[config.mk]
export PLATFORM = sky130hd
export DESIGN_NAME = ir_burst_gen
export DESIGN_NICKNAME = d
export VERILOG_FILES = /design/src/rtl/ir_burst_pkg.sv /design/src/rtl/ir_half_timer.sv /design/src/rtl/ir_wrap_cnt.sv /design/src/rtl/ir_burst_seq.sv /design/src/rtl/ir_burst_gen.sv
export SDC_FILE = /design/constraint.sdc
export NUM_CORES = 1
export LEC_CHECK = 0
export ABC_AREA = 1
export BUFFER_PORTS_ARGS = -buffer_cell sky130_fd_sc_hd__clkbuf_2
export CORE_MARGIN = 3
export CORE_UTILIZATION = 50
export CTS_CLUSTER_SIZE = 30
export DETAILED_ROUTE_END_ITERATION = 10
export GPL_TIMING_DRIVEN = 0
export PLACE_DENSITY_LB_ADDON = 0.3
export SLEW_MARGIN = 20
export SYNTH_ARGS = -nofsm -noshare
export SYNTH_HDL_FRONTEND = slang
export SYNTH_HIERARCHICAL = 1
export SYNTH_SLANG_ARGS = --single-unit
[constraint.sdc]
create_clock -name clk_i -period 3.05 [get_ports clk_i]
set_input_delay 0.61 -clock clk_i [delete_from_list [all_inputs] [get_ports clk_i]]
set_output_delay 0.61 -clock clk_i [all_outputs]
set_load 0.02 [all_outputs]
[src/rtl/ir_burst_pkg.sv]
package ir_burst_pkg;

  typedef enum logic [1:0] {
    PH_OFF   = 2'd0,
    PH_BURST = 2'd1,
    PH_GAP   = 2'd2,
    PH_PAUSE = 2'd3
  } phase_e;

  // Nearest-integer half-period
  function automatic int unsigned half_clks(longint unsigned clk_hz, longint unsigned car_hz);
    return int'((clk_hz + car_hz) / (2 * car_hz));
  endfunction

  // Floor of clk_hz * us / 1e6
  function automatic int unsigned us_to_clks(longint unsigned clk_hz, longint unsigned us);
    return int'((clk_hz * us) / 64'd1_000_000);
  endfunction

endpackage

[src/rtl/ir_half_timer.sv]
module ir_half_timer #(
  parameter int unsigned HALF_CLKS = 126
) (
  input  logic clk_i,
  input  logic rst_ni,
  input  logic run_i,
  output logic tick_o,
  output logic first_o
);
  localparam int unsigned W = (HALF_CLKS > 1) ? $clog2(HALF_CLKS) : 1;
  localparam logic [W-1:0] LAST = W'(HALF_CLKS - 1);

  logic [W-1:0] cnt_q;

  always_ff @(posedge clk_i or negedge rst_ni) begin
    if (!rst_ni)              cnt_q <= '0;
    else if (!run_i || tick_o) cnt_q <= '0;
    else                      cnt_q <= cnt_q + 1'b1;
  end

  assign tick_o  = run_i && (cnt_q == LAST);
  assign first_o = (cnt_q == '0);
endmodule

[src/rtl/ir_wrap_cnt.sv]
module ir_wrap_cnt #(
  parameter int unsigned LIMIT = 60
) (
  input  logic clk_i,
  input  logic rst_ni,
  input  logic clr_i,
  input  logic inc_i,
  output logic zero_o,
  output logic odd_o,
  output logic last_o
);
  localparam int unsigned W = (LIMIT > 1) ? $clog2(LIMIT) : 1;
  localparam logic [W-1:0] LAST = W'(LIMIT - 1);

  logic [W-1:0] cnt_q;

  always_ff @(posedge clk_i or negedge rst_ni) begin
    if (!rst_ni)     cnt_q <= '0;
    else if (clr_i)  cnt_q <= '0;
    else if (inc_i)  cnt_q <= last_o ? '0 : cnt_q + 1'b1;
  end

  assign zero_o = (cnt_q == '0);
  assign odd_o  = cnt_q[0];
  assign last_o = (cnt_q == LAST);
endmodule

[src/rtl/ir_burst_seq.sv]
module ir_burst_seq
  import ir_burst_pkg::*;
(
  input  logic   clk_i,
  input  logic   rst_ni,
  input  logic   en_i,
  input  logic   half_tick_i,
  input  logic   half_last_i,
  input  logic   burst_last_i,
  input  logic   pause_last_i,
  output phase_e phase_o
);
  phase_e phase_q, phase_d;

  always_comb begin
    phase_d = phase_q;
    if (!en_i) begin
      phase_d = PH_OFF;
    end else begin
      unique case (phase_q)
        PH_OFF:   phase_d = PH_BURST;
        PH_BURST: if (half_tick_i && half_last_i) phase_d = PH_GAP;
        PH_GAP:   if (half_tick_i && half_last_i)
                    phase_d = burst_last_i ? PH_PAUSE : PH_BURST;
        PH_PAUSE: if (pause_last_i) phase_d = PH_BURST;
        default:  phase_d = PH_OFF;
      endcase
    end
  end

  always_ff @(posedge clk_i or negedge rst_ni) begin
    if (!rst_ni) phase_q <= PH_OFF;
    else         phase_q <= phase_d;
  end

  assign phase_o = phase_q;
endmodule

[src/rtl/ir_burst_gen.sv]
module ir_burst_gen
  import ir_burst_pkg::*;
#(
  parameter int unsigned CLK_HZ           = 9_600_000,
  parameter int unsigned CARRIER_HZ       = 38_000,
  parameter int unsigned CYCLES_PER_BURST = 30,
  parameter int unsigned BURSTS_PER_FRAME = 20,
  parameter int unsigned PAUSE_US         = 25_000
) (
  input  logic clk_i,
  input  logic rst_ni,
  input  logic en_i,
  output logic drv_a_o,
  output logic drv_b_o,
  output logic frame_start_o
);
  localparam int unsigned HALF_CLKS  = half_clks(CLK_HZ, CARRIER_HZ);
  localparam int unsigned HALVES     = 2 * CYCLES_PER_BURST;
  localparam int unsigned PAUSE_RAW  = us_to_clks(CLK_HZ, PAUSE_US);
  localparam int unsigned PAUSE_CLKS = (PAUSE_RAW > 0) ? PAUSE_RAW : 1;

  phase_e phase;
  logic   running, in_burst;
  logic   half_tick, half_first;
  logic   half_zero, half_odd, half_last;
  logic   burst_zero, burst_odd, burst_last;
  logic   pause_zero, pause_odd, pause_last;

  assign running  = en_i && (phase == PH_BURST || phase == PH_GAP);
  assign in_burst = (phase == PH_BURST);

  ir_half_timer #(.HALF_CLKS(HALF_CLKS)) u_half (
    .clk_i   (clk_i),
    .rst_ni  (rst_ni),
    .run_i   (running),
    .tick_o  (half_tick),
    .first_o (half_first)
  );

  // Half-period index within a burst or gap
  ir_wrap_cnt #(.LIMIT(HALVES)) u_halves (
    .clk_i  (clk_i),
    .rst_ni (rst_ni),
    .clr_i  (!running),
    .inc_i  (half_tick),
    .zero_o (half_zero),
    .odd_o  (half_odd),
    .last_o (half_last)
  );

  // Burst index within a frame
  ir_wrap_cnt #(.LIMIT(BURSTS_PER_FRAME)) u_bursts (
    .clk_i  (clk_i),
    .rst_ni (rst_ni),
    .clr_i  (!en_i || phase == PH_OFF),
    .inc_i  (phase == PH_GAP && half_tick && half_last),
    .zero_o (burst_zero),
    .odd_o  (burst_odd),
    .last_o (burst_last)
  );

  ir_wrap_cnt #(.LIMIT(PAUSE_CLKS)) u_pause (
    .clk_i  (clk_i),
    .rst_ni (rst_ni),
    .clr_i  (!en_i || phase != PH_PAUSE),
    .inc_i  (phase == PH_PAUSE),
    .zero_o (pause_zero),
    .odd_o  (pause_odd),
    .last_o (pause_last)
  );

  ir_burst_seq u_seq (
    .clk_i        (clk_i),
    .rst_ni       (rst_ni),
    .en_i         (en_i),
    .half_tick_i  (half_tick),
    .half_last_i  (half_last),
    .burst_last_i (burst_last),
    .pause_last_i (pause_last),
    .phase_o      (phase)
  );

  // Idle level: A high, B low; carrier even halves match idle
  assign drv_a_o       = !in_burst || !half_odd;
  assign drv_b_o       = in_burst && half_odd;
  assign frame_start_o = in_burst && burst_zero && half_zero && half_first;
endmodule

Yosys cells after proc, flatten, opt, wreduce, memory -nomap -nowiden
Cells that the tools add are included.

Flip-flop bits (word level): 38. Word-level logic and storage cells: 62. Bits of input ports: 3. Output and inout bits: 3.

Reductions and logical operators: 25. Mux-type cells: 16. Equal/unequal tests: 12. $add $sub $neg: 4.

Operator list (number): 18-bit 2-to-1 mux (3); 18-bit by 1-bit adder with 18-bit output, second input constant (1); 18-bit == test, second input constant (1); 6-bit 2-to-1 mux (3); 5-bit 2-to-1 mux (3); 2-bit 2-to-1 mux (5); 1-bit logical AND (9); 2-bit case mux with 4 select lines (1); 7-bit by 1-bit adder with 7-bit output, second input constant (1); 7-bit == test, second input constant (1); 7-bit logical NOT (1); 7-bit 2-to-1 mux (1); 6-bit by 1-bit adder with 6-bit output, second input constant (1); 6-bit == test, second input constant (1); 6-bit logical NOT (1); 3-bit by 2-bit != test with 1-bit output, second input constant (2); 5-bit by 1-bit adder with 5-bit output, second input constant (1); 5-bit == test, second input constant (1); 5-bit logical NOT (1); 1-bit logical OR (5); 2-bit == test, second input constant (2); 1-bit logical NOT (4); 2-bit != test, second input constant (2); 2-bit nonzero test (2); other kinds (4) (4).

Longest topological paths before layout
Gate-level depths: netlist of run 1.

Depth in word-level cells: 8. Gate-level depth with buffers: 13.

By module
The synthesis of run 1 kept the hierarchy.

Modules (own cells, without submodules): ir_wrap_cnt (u_pause) (sequential area each 450.4 um2, instances 1, area each 1168.6 um2, cells each 162); ir_half_timer (sequential area each 175.2 um2, instances 1, area each 401.6 um2, cells each 49); ir_wrap_cnt (u_halves) (sequential area each 150.1 um2, instances 1, area each 385.4 um2, cells each 49); ir_wrap_cnt (u_bursts) (sequential area each 125.1 um2, instances 1, area each 322.8 um2, cells each 46); ir_burst_seq (sequential area each 50.0 um2, instances 1, area each 195.2 um2, cells each 29); ir_burst_gen (sequential area each 0.0 um2, instances 1, area each 108.9 um2, cells each 19).

Worst setup path before layout of run 1
OpenSTA, ideal clock, no wires.

Kind: register to register. Start point: register u_seq.phase_q[0], in the netlist u_seq/phase_o[0]. End point: register u_bursts.cnt_q[0]. Arrival time: 1.718 ns. Setup slack: 1.203 ns. Setup time: 0.129 ns. Clock period less this slack: 1.847 ns. Required time: 2.921 ns. Cell stages (with the launch flop): 14. Path through: dfrtp_1 > inv_1 > ha_1 > nand2_2 > inv_2 > inv_1 > nor2_1 > inv_1 > nor2_1 > inv_1 > nand2_1 > inv_1 > nand2_1 > o21ai_0.

Word-level cells in the longest chain between the ends: 7. Elaborated cells on any way between the ends: 11. Classes of those cells: eq/ne: 2; mux: 1; reduce/logical: 8.

RTL lines: start: declaration (line ir_burst_seq.sv:13) `phase_e phase_q, phase_d;`; start signal: assignment (line ir_burst_seq.sv:33) `else phase_q <= phase_d;`; 2-bit by 1-bit == test with 1-bit output or 2-bit == test (tied branches) (line ir_burst_gen.sv:29) `assign running = en_i && (phase == PH_BURST || phase == PH_GAP);`; 1-bit logical OR (*) (line ir_burst_gen.sv:29); 1-bit logical AND (*) (line ir_burst_gen.sv:29); named net running (line ir_burst_gen.sv:23) `logic running, in_burst;`; 1-bit logical AND (*) (line ir_half_timer.sv:21) `assign tick_o = run_i && (cnt_q == LAST);`; named net half_tick (line ir_burst_gen.sv:24) `logic half_tick, half_first;`; 1-bit logical AND (*) (2 in a row) (line ir_burst_gen.sv:56) `.inc_i (phase == PH_GAP && half_tick && half_last),`; 2-bit nonzero test (no line) (*); end signal: assignment (line ir_wrap_cnt.sv:20) `else if (inc_i) cnt_q <= last_o ? '0 : cnt_q + 1'b1;`; end: declaration (line ir_wrap_cnt.sv:15) `logic [W-1:0] cnt_q;`.

Mark *: on every way through the listed nets, which the timed path passes. The rest lies on a longest branch. A chain may end at the register's enable or synchronous reset.

Worst setup path in the final report of run 1
Start point: register u_halves.cnt_q[0]. End point: output port frame_start_o.

Word-level cells in the longest chain between the ends: 3.

RTL lines: start: declaration (line ir_wrap_cnt.sv:15); start signal: assignment (line ir_wrap_cnt.sv:20); 6-bit logical NOT (line ir_wrap_cnt.sv:23) `assign zero_o = (cnt_q == '0);`; named net half_zero (line ir_burst_gen.sv:25) `logic half_zero, half_odd, half_last;`; 1-bit logical AND (2 in a row) (line ir_burst_gen.sv:86) `assign frame_start_o = in_burst && burst_zero && half_zero && half_first;`; end: declaration (line ir_burst_gen.sv:15) `output logic frame_start_o`.

The timed path passes the listed nets, and every way through them passes these cells.

==> flow_metrics.env, run 1 <==
export IMPL_r2r_start="u_seq/phase_o[0]$_DFFE_PN0P_"
export IMPL_critPathTopFamily="flip-flops"
export IMPL_fin_setup_tns_ns=0
export IMPL_r2r_slack_ns=0.86
export IMPL_outcome="finished clean"
export IMPL_die_area_um2=5979
export IMPL_ant_nets=0
export IMPL_numCtsBuffers=5
export IMPL_period_needed_ns=2.197
export IMPL_final_common_cell="nand2_1"
export IMPL_die_x_um=77.33
export IMPL_initial_core_util_pct=52.81
export IMPL_clkSinkCount=38
export IMPL_yosys_warnings=6
export IMPL_path_buf_inv=2
export IMPL_wire_per_inst_um=11.25
export IMPL_final_cell_mix="nand2_1 (79), inv_1 (56), nor2_1 (38), dfrtp_1 (38), nand3_1 (32)"
export IMPL_grt_pass1_wl_um=8631
export IMPL_hold_viol=0
export IMPL_required_ns=2.44
export IMPL_reg2reg_depth=13
export IMPL_drv_cap=0
export IMPL_total_power_uw=1106
export IMPL_critPathMaxStageDelay_ns=0.41
export IMPL_holdWs_ns=0.4526
export IMPL_setup_viol=0
export IMPL_path_cells="inv_1, ha_1, nand3_1, nor3_1, nand2_1, nor2_1, clkbuf_2"
export IMPL_fin_crit_sh_pct=72.05
export IMPL_clock_path_buffers=2
export IMPL_grt_pass1_vias=2011
export IMPL_critPathKind="flop to output pin"
export IMPL_htreeDepth=2
export IMPL_area_growth_pct=7.870
export IMPL_io_buffers=5
export IMPL_root_buffer="clkbuf_8"
export IMPL_routabilityCongestion=0.8199
export IMPL_drive_above_1_share_pct=11.98
export IMPL_core_um2=4817
export IMPL_slew_viol_final=0
export IMPL_place_hpwl_um=3538
export IMPL_synth_fp_nets=366
export IMPL_grtUsageTotal_pct=17.54
export IMPL_worstSkewPairLatency_ns=0.29
export IMPL_route_detailed_drc=0
export IMPL_fin_worst_skew_ns=0.008619
export IMPL_antenna_found_initial=0
export IMPL_slowest_stage="dfrtp_1"
export IMPL_num_rows=25
export IMPL_die_h_um=77.33
export IMPL_leakage_uw=0.001292
export IMPL_cts_setup_buffers=0
export IMPL_synth_cell_area_um2=2544
export IMPL_endpoint_kind="output pin"
export IMPL_dr_pass1_iters=4
export IMPL_cts_tree="yes"
export IMPL_path_clk_slew_ns=0.07
export IMPL_relSlewSlack_pct=36.99
export IMPL_hold_path_class="input port to async pin"
export IMPL_num_vias=2159
export IMPL_hold_buffers=0
export IMPL_crit_path_max_fanout=4
export IMPL_cp_start_kind="flop"
export IMPL_vias_per_cell=5.068
export IMPL_syn_inst=346
export IMPL_drt_initial_drc_count=142
export IMPL_wirelength_um=4791
export IMPL_syn_avg_cell_area_um2=7.352
export IMPL_gr_total_overflow=0
export IMPL_worst_pin_slew_ns=0.9452
export IMPL_p_per_area_nw_per_um2=403.2
export IMPL_irDropWorstVdd_mv=0.2596
export IMPL_fin_util_pct=56.96
export IMPL_r2r_end="u_bursts/cnt_q[0]$_DFFE_PN0P_"
export IMPL_fmax_mhz=455.1
export IMPL_rsz0062_at_grt="false"
export IMPL_ioPinCount=6
export IMPL_layout_nets=378
export IMPL_antenna_cells=0
export IMPL_cp_data_arrival_time_ns=1.59
export IMPL_cts_resized=0
export IMPL_grt_start_max_net_pins=39
[stage by stage]
step | cell area [um^2] | instances | worst slack (ns)
detailed placement | 2653 | 418 | 0.8895
global route | 2744 | 426 | 0.5672
floorplan | 2544 | 346 | 1.203
global placement | 2653 | 418 | 0.9284
finish | 2744 | 426 | 0.8526
CTS | 2744 | 426 | 0.8448
[area by class of cell]
class | instances | area [um^2]
inverters | 60 | 225.2
plain buffers | 2 | 16.27
multi-input cells | 246 | 1351
fillers | 477 | 2073
repair buffers | 5 | 25.02
clock buffers | 7 | 86.33
clock inverters | 1 | 5.005
flip-flops and latches | 38 | 950.9
well taps | 67 | 83.83
[how the worst max path moves through the flow]
| stage | startpoint | to | slack [ns] | cells after the start |
|---|---|---|---|---|
| 6_report | u_halves/cnt_q[0]$_DFFE_PN0P_ | frame_start_o | 0.85 | 7 |
| 5_1_grt | u_seq/phase_o[0]$_DFFE_PN0P_ | u_bursts/cnt_q[0]$_DFFE_PN0P_ | 0.57 | 13 |
| 4_1_cts | u_halves/cnt_q[0]$_DFFE_PN0P_ | frame_start_o | 0.84 | 7 |
| 3_5_place_dp | u_seq/phase_o[0]$_DFFE_PN0P_ | u_bursts/cnt_q[0]$_DFFE_PN0P_ | 0.89 | 13 |
| 3_3_place_gp | u_seq/phase_o[0]$_DFFE_PN0P_ | u_bursts/cnt_q[0]$_DFFE_PN0P_ | 0.93 | 13 |
| 2_1_floorplan | u_seq/phase_o[0]$_DFFE_PN0P_ | u_bursts/cnt_q[0]$_DFFE_PN0P_ | 1.20 | 13 |
[worst register-to-register path, cell delays in order, from the launching register on]
cell and delay [ns]:
dfrtp_1 0.50, inv_1 0.11, ha_1 0.30, nand2_2 0.07
inv_2 0.09, inv_1 0.04, nor2_1 0.29, inv_1 0.08
nor2_1 0.19, inv_1 0.06, nand2_1 0.14, inv_1 0.09
nand2_1 0.06, o21ai_0 0.07
[registers in the layout (all words and copies together) (netlist names)]
| signal | count |
|---|---|
| u_half/cnt_q | 7 |
| u_pause/cnt_q | 18 |
| u_halves/cnt_q | 6 |
| u_bursts/cnt_q | 5 |
| u_seq/phase_o | 2 |
[metal layers]
layer / global-route usage [%] / routed length (um)
met3: 3.521 / 128
met5: 0 / 0
met4: 7.295 / 71
met2: 27.72 / 2095
met1: 23.37 / 2497
[where the power goes]
| group | switching (uW) | internal (uW) |
|---|---|---|
| registers | 22.7 | 515 |
| logic | 138 | 72.5 |
| clock network | 175 | 182 |
(Power assumes the default switching activity.)
==> run 2: changes to the inputs <==
clock period = 2.2 ns   (was 3.05 ns; I/O delays follow)
==> run 2 against run 1 <==
Largest power group unchanged. First-iteration DRC count increased by 15%. Worst setup slack worse by 0.68 ns. Design area up 0.64%. Hold slack got worse by 0.17 ns.
==> flow_metrics.env, run 2 (same netlist as run 1, synthesis figures left out) <==
export IMPL_outcome="finished clean"
export IMPL_place_hpwl_um=3538
export IMPL_initial_core_util_pct=52.81
export IMPL_r2r_start="u_seq/phase_o[1]$_DFFE_PN0P_"
export IMPL_ioPinCount=6
export IMPL_root_buffer="clkbuf_8"
export IMPL_critPathKind="flop to output pin"
export IMPL_cp_data_arrival_time_ns=1.59
export IMPL_num_rows=25
export IMPL_hold_buffers=0
export IMPL_cts_tree="yes"
export IMPL_wire_per_inst_um=11.24
export IMPL_required_ns=1.76
export IMPL_grt_start_max_net_pins=39
export IMPL_endpoint_kind="output pin"
export IMPL_routabilityCongestion=0.8199
export IMPL_wirelength_um=4800
export IMPL_slew_viol_final=0
export IMPL_instances_no_fill=427
export IMPL_ant_nets=0
export IMPL_core_um2=4817
export IMPL_hold_viol=0
export IMPL_htreeDepth=2
export IMPL_period_needed_ns=2.030
export IMPL_grt_pass1_vias=2011
export IMPL_final_common_cell="nand2_1"
export IMPL_reg2reg_depth=10
export IMPL_r2r_slack_ns=0.23
export IMPL_irDropWorstVdd_mv=0.3590
export IMPL_dpl_cell_count=418
export IMPL_hold_path_class="input port to async pin"
export IMPL_antenna_cells=0
export IMPL_grt_pass1_wl_um=8631
export IMPL_worstSkewPairLatency_ns=0.29
export IMPL_clkSinkCount=38
export IMPL_fin_worst_skew_ns=0.008741
export IMPL_io_buffers=5
export IMPL_area_growth_pct=8.559
export IMPL_numCtsBuffers=5
export IMPL_largest_reg_flops=18
export IMPL_rsz0062_at_grt="false"
export IMPL_regMostFlops="u_pause/cnt_q"
export IMPL_p_per_area_nw_per_um2=560.8
export IMPL_r2r_end="u_pause/cnt_q[11]$_DFFE_PN0P_"
export IMPL_drt_initial_drc_count=164
export IMPL_startpoint="u_halves/cnt_q[0]$_DFFE_PN0P_"
export IMPL_die_x_um=77.33
export IMPL_die_area_um2=5979
export IMPL_place_area_um2=2653
export IMPL_crit_path_max_fanout=4
export IMPL_dr_pass1_iters=4
export IMPL_antenna_found_initial=0
export IMPL_setup_viol=0
export IMPL_fmax_mhz=492.6
export IMPL_route_detailed_drc=0
export IMPL_setup_worst_path_end="frame_start_o"
export IMPL_die_h_um=77.33
export IMPL_top_regs="u_pause/cnt_q: 18 flops, u_half/cnt_q: 7 flops, u_halves/cnt_q: 6 flops"
export IMPL_num_vias=2173
export IMPL_stdcell_area_um2=2761
export IMPL_fin_setup_tns_ns=0
export IMPL_drv_cap=0
export IMPL_relSlewSlack_pct=37.27
export IMPL_drive_above_1_share_pct=13.06
export IMPL_fin_crit_sh_pct=92.28
export IMPL_vias_per_cell=5.089
export IMPL_path_clk_slew_ns=0.07
export IMPL_gr_total_overflow=0
export IMPL_final_cell_mix="nand2_1 (79), inv_1 (56), nor2_1 (37), dfrtp_1 (36), nand3_1 (32)"
export IMPL_leakage_uw=0.001294
export IMPL_worst_pin_slew_ns=0.9410
export IMPL_clock_path_buffers=2
export IMPL_grtUsageTotal_pct=17.54
export IMPL_n_fill_cell=474
export IMPL_layout_nets=379
export IMPL_cp_start_kind="flop"
[run 2: how the worst min path moves through the flow]
| stage | from | endpoint | slack [ns] | depth (start not counted) |
|---|---|---|---|---|
| finish | rst_ni | u_pause/cnt_q[6]$_DFFE_PN0P_ | 0.28 | 1 |
| detailed placement | u_half/cnt_q[0]$_DFF_PN0_ | u_half/cnt_q[0]$_DFF_PN0_ | 0.51 | 1 |
| global placement | u_half/cnt_q[0]$_DFF_PN0_ | u_half/cnt_q[0]$_DFF_PN0_ | 0.50 | 1 |
| CTS | rst_ni | u_pause/cnt_q[6]$_DFFE_PN0P_ | 0.32 | 1 |
| floorplan | rst_ni | u_bursts/cnt_q[0]$_DFFE_PN0P_ | 0.14 | 0 |
| global route | rst_ni | u_pause/cnt_q[6]$_DFFE_PN0P_ | 0.35 | 1 |
[run 2: through the flow]
step	setup slack, ns	power, uW	util [%]	hold slack (ns)
global placement	0.07842	1044	55.06	0.5011
CTS	0.01948	1562	56.96	0.3157
global route	0.001797	1668	57.32	0.3493
detailed placement	0.03954	1050	55.06	0.5108
finish	0.1698	1549	57.32	0.2799
floorplan	0.3530	975.0	-	0.1444
[run 2: critical path, stage by stage (launching register included)]
cell      delay [ns]
dfrtp_1         0.41
inv_1           0.16
ha_1            0.18
nand3_1         0.08
nor3_1          0.13
nand2_1         0.08
nor2_1          0.09
clkbuf_2        0.17
[run 2: layout make-up]
cell class	count	area [um^2]	share of cell area, %
clock buffers	7	86.33	3.126
repair buffers	6	32.53	1.178
clock inverters	1	5.005	0.1812
inverters	60	225.2	8.156
flip-flops and latches	38	953.4	34.53
multi-input cells	246	1359	49.21
plain buffers	2	16.27	0.5890
well taps	67	83.83	3.036
[run 2: timing repair]
action                                 CTS  global route
endpoints found under the hold margin    0             0
gates resized for setup                  0             4
buffers inserted                         0             1
setup endpoints to repair                0            11
[run 2: per-layer routing]
layer | wire, um | track usage, % | share of wire, % | vias to the layer above
li1 | - | - | - | 1126
met3 | 164 | 3.521 | 3.4 | 8
met1 | 2450 | 23.37 | 51 | 1001
met4 | 71 | 7.295 | 1.5 | 0
met5 | 0 | 0 | 0 | -
met2 | 2114 | 27.72 | 44 | 38
[run 2: power breakdown]
| part | switching [uW] | leakage, uW | internal, uW |
|---|---|---|---|
| Combinational | 199 | 0.000720 | 110 |
| Sequential | 28.5 | 0.000526 | 717 |
| Clock | 242 | 0.0000482 | 253 |
| Total | 469 | 0.00129 | 1080 |
==> run 3: changes to the inputs <==
CORE_UTILIZATION = 25   (was 50)
==> run 3 against run 2 <==
Critical path depth is the same. Hold slack lost 0.019 ns. Sequential share of layout area shrank 1.7 points. Register-to-register slack is essentially flat. Sequential cell count is the same. Wire length grew 7.7%. Sequential power is essentially flat. Die area grew 91%. Global-route usage shrank 7.9 points. Clock skew grew 0.00091 ns. Utilization shrank 28 points. Critical path type unchanged. Largest cell class unchanged.
==> flow_metrics.env, run 3 (same netlist as run 1, synthesis figures left out) <==
export IMPL_num_rows=36
export IMPL_r2r_slack_ns=0.23
export IMPL_required_ns=1.76
export IMPL_ioPinCount=6
export IMPL_wire_per_inst_um=10.47
export IMPL_cp_data_arrival_time_ns=1.59
export IMPL_slew_viol_final=0
export IMPL_worstSkewPairLatency_ns=0.29
export IMPL_slowest_stage="dfrtp_1"
export IMPL_switching_power_uw=496.8
export IMPL_worst_pin_slew_ns=0.8906
export IMPL_vias_per_cell=4.265
export IMPL_grt_start_max_net_pins=39
export IMPL_swShare_pct=27.34
export IMPL_grt_pass1_wl_um=9218
export IMPL_critPathKind="flop to output pin"
export IMPL_irDropWorstVdd_mv=0.3159
export IMPL_cts_tree="yes"
export IMPL_startpoint="u_halves/cnt_q[0]$_DFFE_PN0P_"
export IMPL_hold_viol=0
export IMPL_internal_power_uw=1320
export IMPL_regArea_um2=953.4
export IMPL_hold_buffers=0
export IMPL_area_growth_pct=14.22
export IMPL_fmax_mhz=493.1
export IMPL_r2r_start="u_seq/phase_o[0]$_DFFE_PN0P_"
export IMPL_multi_input_area_um2=1361
export IMPL_layout_nets=380
export IMPL_leakage_uw=0.001322
export IMPL_core_um2=9819
export IMPL_top_regs="u_pause/cnt_q: 18 flops, u_half/cnt_q: 7 flops, u_halves/cnt_q: 6 flops"
export IMPL_drt_initial_drc_count=34
export IMPL_ant_nets=0
export IMPL_r2r_end="u_pause/cnt_q[11]$_DFFE_PN0P_"
export IMPL_hold_path_class="input port to async pin"
export IMPL_path_clk_slew_ns=0.08
export IMPL_drive_above_1_share_pct=13.85
export IMPL_critPathMaxStageDelay_ns=0.40
export IMPL_period_needed_ns=2.028
export IMPL_p_per_area_nw_per_um2=625.3
export IMPL_reg2reg_depth=10
export IMPL_drv_cap=0
export IMPL_cp_start_kind="flop"
export IMPL_grtUsageTotal_pct=9.610
export IMPL_clkSinkCount=38
export IMPL_outcome="finished clean"
export IMPL_regMostFlops="u_pause/cnt_q"
export IMPL_antenna_found_initial=0
export IMPL_place_hpwl_um=3804
export IMPL_final_common_cell="nand2_1"
export IMPL_routabilityCongestion=0.7954
export IMPL_path_cells="inv_1, ha_1, nand3_1, nor3_1, nand2_1, nor2_1, clkbuf_2"
export IMPL_pwr_share_clk_pct=41.1
export IMPL_die_area_um2=11420
export IMPL_fin_util_pct=29.59
export IMPL_wirelength_um=5171
export IMPL_die_x_um=106.9
export IMPL_final_cell_mix="nand2_1 (79), inv_1 (56), nor2_1 (36), dfrtp_1 (36), nand3_1 (32)"
export IMPL_fin_crit_sh_pct=92.18
export IMPL_pwr_share_seq_pct=41.1
export IMPL_endpoint_kind="output pin"
export IMPL_comb_power_share_pct=17.8
export IMPL_rsz0062_at_grt="false"
export IMPL_relSlewSlack_pct=40.63
export IMPL_numCtsBuffers=5
export IMPL_gr_total_overflow=0
export IMPL_num_vias=2107
export IMPL_dr_pass1_iters=4
export IMPL_crit_path_max_fanout=4
export IMPL_root_buffer="clkbuf_8"
export IMPL_io_buffers=5
export IMPL_fin_worst_skew_ns=0.009652
export IMPL_largest_reg_flops=18
export IMPL_grt_pass1_vias=2090
export IMPL_htreeDepth=2
export IMPL_initial_core_util_pct=25.90
export IMPL_n_fill_cell=1095
export IMPL_fin_setup_tns_ns=0
export IMPL_setup_viol=0
export IMPL_die_h_um=106.9
export IMPL_route_detailed_drc=0
export IMPL_clock_path_buffers=2
export IMPL_antenna_cells=0
run 3: cell count changes in the layout (fill, tap and decap cells not counted), sizes merged:
cell,delta
buf,+2
bufinv,+2
clkbuf,-2
clkinv,-1
run 3: power groups by stage:
stage	clock, uW	combinational, uW	sequential, uW
after detailed placement	0	300	760
after floorplan	0	223	752
after global routing	797	373	750
final	747	324	746
after CTS	782	302	746
after global placement	0	294	759
run 3: routing by layer:
metal / routed length [um] / track usage [%] / vias up
li1: - / - / 1113
met1: 2519 / 12.60 / 970
met2: 2470 / 16.19 / 20
met3: 147 / 2.107 / 4
met4: 33 / 2.192 / 0
met5: 0 / 0 / -
run 3: worst max-delay path by stage:
stage | to | depth (start not counted)
3_3_place_gp | u_bursts/cnt_q[0]$_DFFE_PN0P_ | 13
4_1_cts | u_bursts/cnt_q[0]$_DFFE_PN0P_ | 13
3_5_place_dp | u_bursts/cnt_q[0]$_DFFE_PN0P_ | 13
6_report | frame_start_o | 7
2_1_floorplan | u_bursts/cnt_q[0]$_DFFE_PN0P_ | 13
5_1_grt | frame_start_o | 7
run 3: cell type report:
cell class | instances | share of cell area, %
Tap cell | 133 | 5.728
Multi-Input combinational cell | 246 | 46.86
Inverter | 60 | 7.752
Clock buffer | 6 | 2.842
Sequential cell | 38 | 32.82
Clock inverter | 2 | 2.067
Timing Repair Buffer | 7 | 1.378
Buffer | 2 | 0.5599
run 3: what timing repair did:
| action | 4_1_cts | 5_1_grt |
|---|---|---|
| resized for setup | 0 | 5 |
| buffers inserted | 0 | 2 |
| setup endpoints to repair | 0 | 6 |
run 3: worst max-delay path: cells and delay by family (launching register included):
kind | cells | cell delay [ns]
flip-flops | 1 | 0.40
AND/OR/NAND/NOR | 4 | 0.38
buffers and inverters | 2 | 0.33
adder cells (fa/ha/maj) | 1 | 0.18
run 3: per-stage QoR:
stage	power [uW]	instances	area (um^2)	worst slack (ns)	hold WS [ns]
final	1817	494	2905	0.1721	0.2613
after global routing	1920	494	2905	0.01434	0.3432
after floorplan	975.0	346	2544	0.3530	0.1444
after CTS	1830	492	2878	0.01580	0.3550
after global placement	1052	484	2735	0.03677	0.5050
after detailed placement	1061	484	2735	0.02205	0.5123
